$ cat src/rtl/edge_pkg.sv
package edge_pkg;
  localparam int ADDR_W   = 64;
  localparam int WORD_B   = 8;
  localparam int OFF_W    = $clog2(WORD_B);
  localparam int NUM_WID  = 3;
  localparam int FLAG_W   = 4;

  typedef enum logic [1:0] {
    ELEM_8  = 2'b00,
    ELEM_16 = 2'b01,
    ELEM_32 = 2'b10,
    ELEM_XX = 2'b11
  } elem_t;

  typedef struct packed {
    logic n;
    logic z;
    logic v;
    logic c;
  } nzvc_t;
endpackage

$ cat src/rtl/edge_decode.sv
module edge_decode
  import edge_pkg::*;
(
  input  logic [3:0] func,
  output elem_t      elem,
  output logic       little,
  output logic       cc_en,
  output logic       illegal
);
  always_comb begin
    elem    = elem_t'(func[3:2]);
    little  = func[1];
    illegal = (func[3:2] == 2'b11);
    cc_en   = !func[0] && !illegal;
  end
endmodule

$ cat src/rtl/edge_lane_mask.sv
module edge_lane_mask #(
  parameter int LANES = 8,
  localparam int OW = $clog2(LANES)
) (
  input  logic [OW-1:0]    off_s,
  input  logic [OW-1:0]    off_e,
  input  logic             little,
  input  logic             same_word,
  output logic [LANES-1:0] mask
);
  localparam logic [LANES-1:0] ONES = {LANES{1'b1}};

  logic [OW:0]       end_cnt;
  logic [LANES-1:0]  start_m;
  logic [LANES-1:0]  end_m;

  always_comb begin
    end_cnt = {1'b0, off_e} + 1'b1;
    if (little) begin
      start_m = ONES << off_s;
      end_m   = ~(ONES << end_cnt);
    end else begin
      start_m = ONES >> off_s;
      end_m   = ~(ONES >> end_cnt);
    end
    mask = same_word ? (start_m & end_m) : start_m;
  end
endmodule

$ cat src/rtl/edge_flags.sv
module edge_flags
  import edge_pkg::*;
#(
  parameter int W = 64
) (
  input  logic [W-1:0] op_a,
  input  logic [W-1:0] op_b,
  output nzvc_t        flags
);
  logic [W:0] diff;

  always_comb begin
    diff    = {1'b0, op_a} - {1'b0, op_b};
    flags.n = diff[W-1];
    flags.z = (diff[W-1:0] == '0);
    flags.v = (op_a[W-1] != op_b[W-1]) && (diff[W-1] != op_a[W-1]);
    flags.c = diff[W];
  end
endmodule

$ cat src/rtl/edge_mask_unit.sv
module edge_mask_unit
  import edge_pkg::*;
(
  input  logic              clk,
  input  logic              rst_n,
  input  logic              in_valid,
  input  logic [3:0]        func,
  input  logic [ADDR_W-1:0] src_a,
  input  logic [ADDR_W-1:0] src_b,
  input  logic              addr32,
  output logic              out_valid,
  output logic              out_illegal,
  output logic [ADDR_W-1:0] mask_out,
  output logic [FLAG_W-1:0] icc,
  output logic [FLAG_W-1:0] xcc
);
  elem_t elem;
  logic  little, cc_en, illegal;
  logic  same_word;
  nzvc_t f32, f64;

  logic [WORD_B-1:0] lane_m [NUM_WID];
  logic [WORD_B-1:0] sel_m;

  logic              nxt_valid, nxt_illegal, flag_upd;
  logic [ADDR_W-1:0] nxt_mask;
  logic [FLAG_W-1:0] nxt_icc, nxt_xcc;

  edge_decode u_dec (
    .func(func), .elem(elem), .little(little), .cc_en(cc_en), .illegal(illegal)
  );

  always_comb begin
    if (addr32)
      same_word = (src_a[31:OFF_W] == src_b[31:OFF_W]);
    else
      same_word = (src_a[ADDR_W-1:OFF_W] == src_b[ADDR_W-1:OFF_W]);
  end

  for (genvar g = 0; g < NUM_WID; g++) begin : g_wid
    localparam int LN = WORD_B >> g;
    localparam int OW = $clog2(LN);
    logic [LN-1:0] m;
    edge_lane_mask #(.LANES(LN)) u_lane (
      .off_s(src_a[OFF_W-1 -: OW]),
      .off_e(src_b[OFF_W-1 -: OW]),
      .little(little),
      .same_word(same_word),
      .mask(m)
    );
    assign lane_m[g] = WORD_B'(m);
  end

  edge_flags #(.W(32)) u_f32 (.op_a(src_a[31:0]), .op_b(src_b[31:0]), .flags(f32));
  edge_flags #(.W(ADDR_W)) u_f64 (.op_a(src_a), .op_b(src_b), .flags(f64));

  always_comb begin
    case (elem)
      ELEM_8:  sel_m = lane_m[0];
      ELEM_16: sel_m = lane_m[1];
      ELEM_32: sel_m = lane_m[2];
      default: sel_m = '0;
    endcase
  end

  always_comb begin
    nxt_valid   = in_valid;
    nxt_illegal = in_valid && illegal;
    nxt_mask    = (in_valid && !illegal) ? ADDR_W'(sel_m) : '0;
    flag_upd    = in_valid && cc_en;
    nxt_icc     = flag_upd ? f32 : icc;
    nxt_xcc     = flag_upd ? f64 : xcc;
  end

  always_ff @(posedge clk or negedge rst_n) begin
    if (!rst_n) begin
      out_valid   <= 1'b0;
      out_illegal <= 1'b0;
      mask_out    <= '0;
      icc         <= '0;
      xcc         <= '0;
    end else begin
      out_valid   <= nxt_valid;
      out_illegal <= nxt_illegal;
      mask_out    <= nxt_mask;
      if (flag_upd) begin
        icc <= nxt_icc;
        xcc <= nxt_xcc;
      end
    end
  end
endmodule

$ cat config.mk
export PLATFORM = sky130hd
export DESIGN_NAME = edge_mask_unit
export DESIGN_NICKNAME = d
export VERILOG_FILES = /design/src/rtl/edge_pkg.sv /design/src/rtl/edge_decode.sv /design/src/rtl/edge_lane_mask.sv /design/src/rtl/edge_flags.sv /design/src/rtl/edge_mask_unit.sv
export SDC_FILE = /design/constraint.sdc
export NUM_CORES = 1
export LEC_CHECK = 0
export BUFFER_PORTS_ARGS = -buffer_cell sky130_fd_sc_hd__buf_2
export CORE_UTILIZATION = 54
export DETAILED_ROUTE_END_ITERATION = 8
export PLACE_DENSITY = 0.81
export SYNTH_ARGS = -nofsm -noshare
export SYNTH_HDL_FRONTEND = slang
export SYNTH_HIERARCHICAL = 1
export SYNTH_SLANG_ARGS = --single-unit
$ cat constraint.sdc
create_clock -name clk -period 1 [get_ports clk]
set_clock_uncertainty 0.15 [all_clocks]
set_input_delay 0.1 -clock clk [delete_from_list [all_inputs] [get_ports clk]]
set_output_delay 0.1 -clock clk [all_outputs]
set_load 0.03 [all_outputs]
==> impl_metrics.env, run 1 <==
export IMPL_async_flop_share_pct=100
export IMPL_synth_xor_area_share_pct=8.59
export IMPL_ys_top_cells_by_count="132 x inv_1, 129 x nand2_1, 127 x a21oi_1"
export IMPL_overflow=447
export IMPL_lastStage="global routing (5_1_grt)"
export IMPL_synth_simple_area_share_pct=23.7
export IMPL_numPortBuffers=153
export IMPL_io_pins=210
export IMPL_synthMuxAreaShare_pct=2.96
export IMPL_synth_fa_ha_area_share_pct=13.3
export IMPL_yosysMostFrequentCell="inv_1"
export IMPL_syn_avg_cell_area_um2=6.91
export IMPL_synth_top_area_cell="ha_1"
export IMPL_synth_top_family_by_area="compound AO/OA/AOI/OAI gates"
export IMPL_cts_root_buf="clkbuf_16"
export IMPL_yosys_most_used_dff="dfrtp_1"
export IMPL_cts_sinks=18
export IMPL_synth_edf_count=0
export IMPL_ys_warn_count=6
export IMPL_synthTopCellsByArea="ha_1 13%, a21oi_1 6.6%, buf_4 5.2%"
export IMPL_synth_distinct_cells=110
export IMPL_synth_compound_area_share_pct=33.1
export IMPL_error="[ERROR GRT-0232] Routing congestion too high. Check the congestion heatmap in the GUI."
export IMPL_start_util_pct=55.4
export IMPL_die_w_um=135
export IMPL_ys_seq_area_share_pct=4.70
export IMPL_die_y_um=135
export IMPL_cts_buffers=3
export IMPL_post_place_ws_ns=-3.08
export IMPL_cts_htree_levels=1
export IMPL_endpoint_type="sequential cell input"
export IMPL_clockBufferDepth=2
export IMPL_synth_top_area_share_pct=12.9
export IMPL_hpwl_mm=35.5
export IMPL_rows=48
export IMPL_netlist_instances=1388
export IMPL_synth_area_um2=9590
export IMPL_grt_max_degree=19
export IMPL_routabilityCongestion=1.06
export IMPL_worst_endpoint="xcc[2]$_DFFE_PN0P_/D"
export IMPL_outcome="did not finish"
export IMPL_ys_seq_elements=18
export IMPL_grt_use_total_pct=87.6
==> per-layer routing <==
metal	GRT usage, %	GRT overflow
met1	82.7	4
met2	106	312
met3	73.3	3
met4	96.3	128
met5	36.7	0
==> metrics by stage <==
step | std cells | util [%] | setup TNS, ns | instance area, µm²
floorplan | 1443 | - | -19.71 | 10100
global placement | 2220 | 82.1 | -30.16 | 14200
detailed placement | 2220 | 82.1 | -31.07 | 14200
CTS | 2246 | 88.7 | -25.43 | 15300
==> what timing repair did <==
item	CTS
setup buffers	21
endpoints found under the setup margin	34
pin swaps	70
resized for setup	185
hold endpoints to repair	20
hold buffers	2
==> cell families after synthesis <==
family | count (synthesis)
simple gates | 442
other cells | 1
fa+ha+maj | 101
flops | 18
compound gates | 459
mux | 27
buf+inv | 246
xor+xnor | 94
==> run 2: changes to the inputs <==
--- a/config.mk
+++ b/config.mk
@@ -6,9 +6,9 @@
 export NUM_CORES = 1
 export LEC_CHECK = 0
 export BUFFER_PORTS_ARGS = -buffer_cell sky130_fd_sc_hd__buf_2
-export CORE_UTILIZATION = 54
+export CORE_UTILIZATION = 39
 export DETAILED_ROUTE_END_ITERATION = 8
-export PLACE_DENSITY = 0.81
+export PLACE_DENSITY_LB_ADDON = 0.15
 export SYNTH_ARGS = -nofsm -noshare
 export SYNTH_HDL_FRONTEND = slang
 export SYNTH_HIERARCHICAL = 1
==> impl_metrics.env, run 2 <==
export IMPL_wirelength_mm=43.5
export IMPL_grt_use_met3_pct=3.19
export IMPL_regMostFlops="mask_out"
export IMPL_firstDrtPassIters=6
export IMPL_synth_compound_area_share_pct=33.1
export IMPL_overflow=0
export IMPL_synth_fa_ha_area_share_pct=13.3
export IMPL_wl_per_cell_um=18.3
export IMPL_cts_buffers=3
export IMPL_p_comb_share_pct=85.7
export IMPL_synth_xor_area_share_pct=8.59
export IMPL_routabilityCongestion=1.06
export IMPL_synthTopCellsByArea="ha_1 13%, a21oi_1 6.6%, buf_4 5.2%"
export IMPL_yosysMostFrequentCell="inv_1"
export IMPL_hpwl_mm=36.6
export IMPL_finalHoldViolations=0
export IMPL_clk_pin_slew_ns=0.05
export IMPL_internal_power_uw=6490
export IMPL_layout_commonest_cell="buf_4"
export IMPL_cp_max_fo=8
export IMPL_antenna_found_initial=0
export IMPL_die_area_um2=25200
export IMPL_synth_top_family_by_area="compound AO/OA/AOI/OAI gates"
export IMPL_worstSetupPathType="in2reg"
export IMPL_placed_cells=2351
export IMPL_synth_simple_area_share_pct=23.7
export IMPL_min_period_ns=3.40
export IMPL_numPortBuffers=153
export IMPL_grt_use_total_pct=32.8
export IMPL_insertion_delay_ns=0.25
export IMPL_core_um2=24200
export IMPL_synth_area_um2=9590
export IMPL_ff2ff_path_depth=2
export IMPL_synthMuxAreaShare_pct=2.96
export IMPL_clockPowerShare_pct=7.2
export IMPL_clockBufferDepth=2
export IMPL_powerDensity_nw_per_um2=761
export IMPL_synth_top_area_share_pct=12.9
export IMPL_switching_share_pct=47.3
export IMPL_synth_distinct_cells=110
export IMPL_area_delta_synth_final_pct=68.6
export IMPL_endpoint_kind="flip-flop"
export IMPL_cts_tree="built"
export IMPL_ant_nets=0
export IMPL_largest_reg_flops=8
export IMPL_switchingPower_uw=5810
export IMPL_hold_path_depth=3
export IMPL_mostFrequentLayoutCells="527 x buf_4, 120 x nand2_1, 117 x buf_2"
export IMPL_reg_top3="mask_out (8), icc (4), xcc (4)"
export IMPL_io_pins=210
export IMPL_cts_root_buf="clkbuf_16"
export IMPL_outcome="finished, violations left"
export IMPL_met2_usage_pct=58.8
export IMPL_leakagePower_uw=0.00780
export IMPL_synth_edf_count=0
export IMPL_gr_usage_met1_pct=40.0
export IMPL_fin_cells=2374
export IMPL_clock_fmax_mhz=294
export IMPL_setup_ws_ns=-2.40
export IMPL_die_w_um=159
export IMPL_rows=57
export IMPL_cts_htree_levels=1
export IMPL_ys_seq_area_share_pct=4.70
export IMPL_hold_worst_slack_ns=0.00567
export IMPL_ys_warn_count=6
export IMPL_netlist_instances=1388
export IMPL_top_usage_layer="met2"
export IMPL_drt_initial_drc_count=987
export IMPL_worst_slew_pin_slew_ns=0.567
export IMPL_violations="setup timing"
export IMPL_cts_sinks=18
export IMPL_rsz0062_at_grt="yes"
export IMPL_final_util_pct=66.7
export IMPL_report_final_slew_viol_count=0
export IMPL_ir_drop_mv=0.844
export IMPL_nNetsFinal=2288
export IMPL_post_dp_cell_area_um2=14600
export IMPL_setup_violations=33
export IMPL_drive_above_1_share_pct=46.1
export IMPL_seq_power_share_pct=7.1
export IMPL_via_count=13000
export IMPL_drc=0
export IMPL_yosys_most_used_dff="dfrtp_1"
export IMPL_async_flop_share_pct=100
export IMPL_ys_seq_elements=18
export IMPL_ys_top_cells_by_count="132 x inv_1, 129 x nand2_1, 127 x a21oi_1"
export IMPL_syn_avg_cell_area_um2=6.91
export IMPL_grt_max_degree=19
export IMPL_post_place_ws_ns=-3.12
export IMPL_die_y_um=159
export IMPL_diodes=0
export IMPL_required_ns=1.04
export IMPL_synth_top_area_cell="ha_1"
export IMPL_relSlewSlack_pct=61.2
export IMPL_timing_critical_path_arrival_ns=3.44
export IMPL_design_area_um2=16200
export IMPL_viasPerCell=5.49
export IMPL_start_util_pct=39.5
export IMPL_grt_pass1_wl_mm=66.5
export IMPL_layout_worst_path_cycle_share_pct=340
export IMPL_max_cap_viol_count=0
export IMPL_hold_path_class="in2reg"
export IMPL_first_global_vias=12800
export IMPL_worst_setup_path_start_kind="input pin"
run 2: cell counts after synthesis:
Identical to the previous run, type by type.
run 2: cell type report:
type	instances	area, µm²
multi-input combinational	1179	9280
fill	2145	8080
timing repair buffer	716	5410
inverter	133	532
sequential	18	450
tap	324	405
clock buffer	4	88.8
run 2: layer usage:
metal	share of wire, %	wire, µm
met2	49	21400
met5	0	0
met4	4.4	1890
met3	5.7	2500
met1	41	17700
run 2: power groups by stage:
| stage | clock [µW] | sequential (µW) | combinational [µW] |
|---|---|---|---|
| after floorplan | 0 | 1030 | 4960 |
| after global placement | 0 | 861 | 9310 |
| after detailed placement | 0 | 861 | 9350 |
| after CTS | 902 | 872 | 9940 |
| after global routing | 948 | 881 | 11200 |
| final | 883 | 873 | 10500 |
run 2: through the flow:
step,power [µW],setup TNS (ns)
2_1_floorplan,5990,-19.71
3_3_place_gp,10200,-31.57
3_5_place_dp,10200,-32.19
4_1_cts,11700,-24.90
5_1_grt,13100,-28.23
6_report,12300,-25.98
run 2: worst max-delay path, stage by stage:
cell      delay, ns
buf_2          0.11
inv_1          0.05
ha_1           0.30
buf_4          0.18
a21oi_1        0.19
o21a_1         0.28
a21boi_0       0.30
o21ai_0        0.19
a31oi_1        0.27
o21a_1         0.18
buf_4          0.12
o21ai_0        0.10
xor2_1         0.16
nor3_1         0.39
nand4b_1       0.18
nor4_2         0.17
mux2_4         0.18
run 2: cells by family after synthesis:
| kind of cell | count (synthesis) |
|---|---|
| compound gates | 459 |
| xor+xnor | 94 |
| fa+ha+maj | 101 |
| buf+inv | 246 |
| flops | 18 |
| mux | 27 |
| other cells | 1 |
| simple gates | 442 |
run 2: path summary, 6_finish.rpt:
kind | slack [ns] | startpoint | to
worst max-delay path | -2.40 | src_b[20] | xcc[2]$_DFFE_PN0P_
worst min-delay path | 0.006 | in_valid | mask_out[1]$_DFF_PN0_
worst max register to register | -0.06 | xcc[2]$_DFFE_PN0P_ | xcc[2]$_DFFE_PN0P_
worst min register to register | 0.39 | xcc[0]$_DFFE_PN0P_ | xcc[0]$_DFFE_PN0P_
max in group asynchronous | 0.20 | rst_n | mask_out[7]$_DFF_PN0_
min in group asynchronous | 0.19 | rst_n | xcc[3]$_DFFE_PN0P_
run 2: what timing repair did:
action,4_1_cts,5_1_grt
hold buffers,1,0
gates resized for setup,160,110
pin swaps,63,66
buffers inserted,14,9
hold endpoints to repair,18,0
setup endpoints to repair,34,34
(Power assumes the default switching activity.)
==> run 3: changes to the inputs <==
==> constraint.sdc (replaced) <==
create_clock -name clk -period 2.7 [get_ports clk]
set_clock_uncertainty 0.15 [all_clocks]
set_input_delay 0.27 -clock clk [delete_from_list [all_inputs] [get_ports clk]]
set_output_delay 0.27 -clock clk [all_outputs]
set_load 0.03 [all_outputs]
==> impl_metrics.env, run 3 (synthesis gave the netlist of run 2 again) <==
export IMPL_outcome="finished, violations left"
export IMPL_violations="setup timing"
export IMPL_hpwl_mm=36.8
export IMPL_finalHoldViolations=0
export IMPL_overflow=0
export IMPL_cts_root_buf="clkbuf_16"
export IMPL_cts_htree_levels=1
export IMPL_area_delta_synth_final_pct=64.7
export IMPL_hold_path_depth=1
export IMPL_reg_top3="mask_out (8), icc (4), xcc (4)"
export IMPL_multi_input_area_um2=9080
export IMPL_clock_fmax_mhz=280
export IMPL_fin_cells=2374
export IMPL_cp_max_fo=5
export IMPL_grt_pass1_wl_mm=67.0
export IMPL_die_y_um=159
export IMPL_core_um2=24200
export IMPL_worstSetupPathType="in2reg"
export IMPL_die_area_um2=25200
export IMPL_setup_violations=8
export IMPL_numPortBuffers=153
export IMPL_placed_cells=2344
export IMPL_regArea_um2=450
export IMPL_worst_setup_path_start_kind="input pin"
export IMPL_wl_per_cell_um=18.0
export IMPL_post_place_ws_ns=-1.33
export IMPL_start_util_pct=39.5
export IMPL_report_final_slew_viol_count=0
export IMPL_first_global_vias=12600
export IMPL_layout_worst_path_cycle_share_pct=132
export IMPL_leakagePower_uw=0.00768
export IMPL_wirelength_mm=42.7
export IMPL_required_ns=2.74
export IMPL_timing_critical_path_arrival_ns=3.61
export IMPL_via_count=12700
export IMPL_min_period_ns=3.57
export IMPL_powerDensity_nw_per_um2=281
export IMPL_diodes=0
export IMPL_largest_reg_flops=8
export IMPL_final_util_pct=65.1
export IMPL_nNetsFinal=2288
export IMPL_cts_buffers=3
export IMPL_endpoint_kind="flip-flop"
export IMPL_mostFrequentLayoutCells="544 x buf_4, 129 x buf_2, 125 x nand2_1"
export IMPL_firstDrtPassIters=5
export IMPL_worst_slew_pin_slew_ns=0.593
export IMPL_clk_pin_slew_ns=0.05
export IMPL_setup_ws_ns=-0.868
export IMPL_viasPerCell=5.35
export IMPL_ff2ff_path_depth=1
export IMPL_drive_above_1_share_pct=45.5
export IMPL_grt_use_total_pct=33.0
export IMPL_ir_drop_mv=0.273
export IMPL_drt_initial_drc_count=787
export IMPL_max_cap_viol_count=0
export IMPL_layout_commonest_cell="buf_4"
export IMPL_cts_sinks=18
export IMPL_io_pins=210
export IMPL_clockBufferDepth=2
export IMPL_fill_cells=2274
export IMPL_rows=57
export IMPL_rsz0062_at_grt="yes"
export IMPL_hold_path_class="in2reg"
export IMPL_antenna_found_initial=0
export IMPL_ant_nets=0
export IMPL_relSlewSlack_pct=60.0
export IMPL_cts_tree="built"
export IMPL_die_w_um=159
export IMPL_insertion_delay_ns=0.25
export IMPL_drc=0
export IMPL_regMostFlops="mask_out"
export IMPL_grt_max_degree=23
export IMPL_routabilityCongestion=1.01
run 3: critical path: stages:
cell and delay [ns]:
buf_8 0.08, inv_4 0.03, ha_4 0.16, fa_2 0.38, nand2b_4 0.18, a211oi_4 0.35
buf_4 0.20, o21ai_2 0.10, a21oi_1 0.26, a211oi_1 0.11, xor2_1 0.18, o311ai_0 0.23
nor4_4 0.33, and4_1 0.28, nand4b_1 0.12, nor4_2 0.15, mux2_4 0.18
run 3: final cells by class:
| cell class | count | share of cell area [%] |
|---|---|---|
| multi-input cells | 1179 | 57.5 |
| repair buffers | 716 | 33.2 |
| inverters | 133 | 3.34 |
| flip-flops and latches | 18 | 2.85 |
| well taps | 324 | 2.57 |
| clock buffers | 4 | 0.563 |
run 3: where the power goes:
part	internal, µW	leakage [µW]	switching (µW)
Clock	225	0.0000442	103
Combinational	1810	0.00740	1990
Sequential	301	0.000233	14.1
run 3: through the flow:
step                hold slack, ns  TNS (ns)  total power, µW  instance area, µm²
floorplan                   -0.176     -1.84             2210               10100
global placement            0.0901     -8.19             3740               14500
detailed placement           0.100     -8.36             3750               14500
CTS                         0.0128     -3.74             4350               15600
global route                0.0150     -4.77             4750               15800
finish                      0.0211     -3.96             4440               15800
run 3: layer usage:
layer	track usage (%)	wire [µm]	vias to the layer above
li1	-	-	6279
met1	42.6	18700	5984
met2	58.8	20900	371
met3	1.70	1810	61
met4	9.27	1240	0
met5	0	0	-
run 3: worst paths after layout:
check / from / endpoint / slack (ns)
max: src_a[0] / xcc[2]$_DFFE_PN0P_ / -0.87
min: in_valid / out_valid$_DFF_PN0_ / 0.02
max reg2reg: xcc[2]$_DFFE_PN0P_ / xcc[2]$_DFFE_PN0P_ / 1.76
min reg2reg: xcc[0]$_DFFE_PN0P_ / xcc[0]$_DFFE_PN0P_ / 0.35
max in group asynchronous: rst_n / xcc[2]$_DFFE_PN0P_ / 1.73
min in group asynchronous: rst_n / mask_out[3]$_DFF_PN0_ / 0.35
run 3: timing repair:
action | 4_1_cts | 5_1_grt
hold buffers | 1 | 0
setup buffers | 23 | 3
endpoints found under the hold margin | 18 | 0
pin swaps | 57 | 37
resized for setup | 160 | 47
endpoints found under the setup margin | 8 | 14
==> run 4: changes to the inputs <==
--- a/config.mk
+++ b/config.mk
@@ -6,9 +6,12 @@
 export NUM_CORES = 1
 export LEC_CHECK = 0
 export BUFFER_PORTS_ARGS = -buffer_cell sky130_fd_sc_hd__buf_2
+export CORE_MARGIN = 8
 export CORE_UTILIZATION = 39
+export CTS_CLUSTER_DIAMETER = 80
 export DETAILED_ROUTE_END_ITERATION = 8
 export PLACE_DENSITY_LB_ADDON = 0.15
+export RECOVER_POWER = 100
 export SYNTH_ARGS = -nofsm -noshare
 export SYNTH_HDL_FRONTEND = slang
 export SYNTH_HIERARCHICAL = 1
==> impl_metrics.env, run 4 (synthesis gave the netlist of run 2 again) <==
export IMPL_outcome="finished, violations left"
export IMPL_violations="setup timing"
export IMPL_finalHoldViolations=0
export IMPL_ant_nets=0
export IMPL_cp_max_fo=2
export IMPL_layout_commonest_cell="buf_4"
export IMPL_viasPerCell=5.38
export IMPL_hold_path_depth=1
export IMPL_core_um2=24200
export IMPL_start_util_pct=39.5
export IMPL_design_area_um2=15700
export IMPL_grt_use_total_pct=28.2
export IMPL_via_count=12900
export IMPL_drive_above_1_share_pct=44.0
export IMPL_r2r_start="icc[2]$_DFFE_PN0P_"
export IMPL_p_total_uw=4420
export IMPL_mostFrequentLayoutCells="562 x buf_4, 125 x buf_2, 123 x nand2_1"
export IMPL_reg2reg_to="icc[2]$_DFFE_PN0P_"
export IMPL_regMostFlops="mask_out"
export IMPL_nNetsFinal=2307
export IMPL_grt_pass1_wl_mm=69.2
export IMPL_rows=57
export IMPL_min_period_ns=3.81
export IMPL_fin_cells=2393
export IMPL_worst_setup_path_start_kind="input pin"
export IMPL_hold_path_class="in2reg"
export IMPL_clk_pin_slew_ns=0.05
export IMPL_numPortBuffers=153
export IMPL_clockBufferDepth=2
export IMPL_die_y_um=173
export IMPL_post_dp_cell_area_um2=14600
export IMPL_min_to="out_valid$_DFF_PN0_"
export IMPL_hpwl_mm=38.8
export IMPL_drc=0
export IMPL_ff2ff_path_depth=1
export IMPL_area_delta_synth_final_pct=63.5
export IMPL_wl_per_cell_um=18.6
export IMPL_ir_drop_mv=0.228
export IMPL_cts_tree="built"
export IMPL_regArea_um2=450
export IMPL_endpoint_kind="flip-flop"
export IMPL_min_from="in_valid"
export IMPL_placed_cells=2364
export IMPL_powerDensity_nw_per_um2=282
export IMPL_setup_tns_ns=-5.22
export IMPL_layout_worst_path_cycle_share_pct=141
export IMPL_largest_reg_flops=8
export IMPL_relSlewSlack_pct=29.7
export IMPL_clock_fmax_mhz=263
export IMPL_grt_max_degree=23
export IMPL_timing_critical_path_arrival_ns=3.85
export IMPL_worstSetupPathType="in2reg"
export IMPL_routabilityCongestion=1.03
export IMPL_wirelength_mm=44.4
export IMPL_die_area_um2=29900
export IMPL_fill_cells=2289
export IMPL_reg_top3="mask_out (8), icc (4), xcc (4)"
export IMPL_insertion_delay_ns=0.25
export IMPL_first_global_vias=13100
export IMPL_setup_ws_ns=-1.11
export IMPL_overflow=0
export IMPL_r2r_setup_slack_ns=1.76
export IMPL_drt_initial_drc_count=838
export IMPL_antenna_found_initial=0
export IMPL_multi_input_area_um2=8960
export IMPL_rsz0062_at_grt="yes"
export IMPL_die_w_um=173
export IMPL_max_cap_viol_count=0
export IMPL_diodes=0
export IMPL_cts_buffers=3
export IMPL_firstDrtPassIters=6
export IMPL_io_pins=210
export IMPL_cts_htree_levels=1
export IMPL_worst_slew_pin_slew_ns=1.05
export IMPL_cts_root_buf="clkbuf_16"
export IMPL_leakagePower_uw=0.00769
export IMPL_required_ns=2.74
export IMPL_cts_sinks=18
export IMPL_setup_violations=8
export IMPL_report_final_slew_viol_count=0
==> run 4: cell count changes in the layout (fill, tap and decap cells not counted), moves of 4 or more <==
cell | previous run | this run
buf_4 | 544 | 562
ha_4 | 38 | 25
buf_6 | 35 | 21
inv_1 | 112 | 119
buf_2 | 129 | 125
clkbuf_1 | 0 | 21
inv_2 | 16 | 8
ha_1 | 57 | 71
==> run 4: critical path, cell delays in order <==
cell	delay (ns)
buf_8	0.10
ha_4	0.15
fa_2	0.54
nand2_4	0.08
a221oi_4	0.27
o221ai_4	0.19
a311oi_2	0.23
o221ai_2	0.20
a2111oi_4	0.29
nand4_1	0.23
nor4_2	0.39
buf_4	0.16
and4_1	0.19
nand4b_1	0.13
nor4_2	0.21
mux2_4	0.20
==> run 4: what timing repair did <==
item / CTS / global route
pin swaps: 38 / 47
endpoints found under the setup margin: 12 / 14
hold buffers: 1 / 0
setup buffers: 14 / 12
endpoints found under the hold margin: 18 / 0
resized for setup: 84 / 83
==> run 4: per-layer routing <==
layer	track usage, %	wire (µm)	vias to the layer above
li1	-	-	6321
met1	34.1	18700	6033
met2	50.2	21600	436
met3	3.96	2640	77
met4	9.45	1520	0
met5	0	0	-
==> run 4: report_power, final <==
| part | internal [µW] | switching [µW] |
|---|---|---|
| Sequential | 301 | 13.8 |
| Clock | 225 | 101 |
| Combinational | 1780 | 2000 |
==> run 4: how the worst max path moves through the flow <==
stage / start / endpoint / slack [ns]
floorplan: src_a[0] / icc[2]$_DFFE_PN0P_ / -0.59
global placement: src_a[0] / xcc[2]$_DFFE_PN0P_ / -1.95
detailed placement: src_a[0] / xcc[2]$_DFFE_PN0P_ / -1.97
CTS: src_b[0] / xcc[2]$_DFFE_PN0P_ / -1.05
global route: src_b[0] / xcc[2]$_DFFE_PN0P_ / -1.21
finish: src_b[0] / xcc[2]$_DFFE_PN0P_ / -1.11
==> run 4: area by class of cell <==
cell class | instances | area share [%]
sequential | 18 | 2.87
tap | 324 | 2.59
clock buffer | 4 | 0.567
multi-input combinational | 1179 | 57.1
inverter | 133 | 3.38
timing repair buffer | 735 | 33.5
==> run 4: metrics by stage <==
stage | util [%] | hold slack, ns | setup WS (ns)
after floorplan | - | -0.176 | -0.588
after global placement | 60.1 | 0.0768 | -1.95
after detailed placement | 60.1 | 0.0868 | -1.97
after CTS | 62.7 | 0.0148 | -1.05
after global routing | 64.7 | 0.0362 | -1.21
final | 64.7 | 0.0297 | -1.11
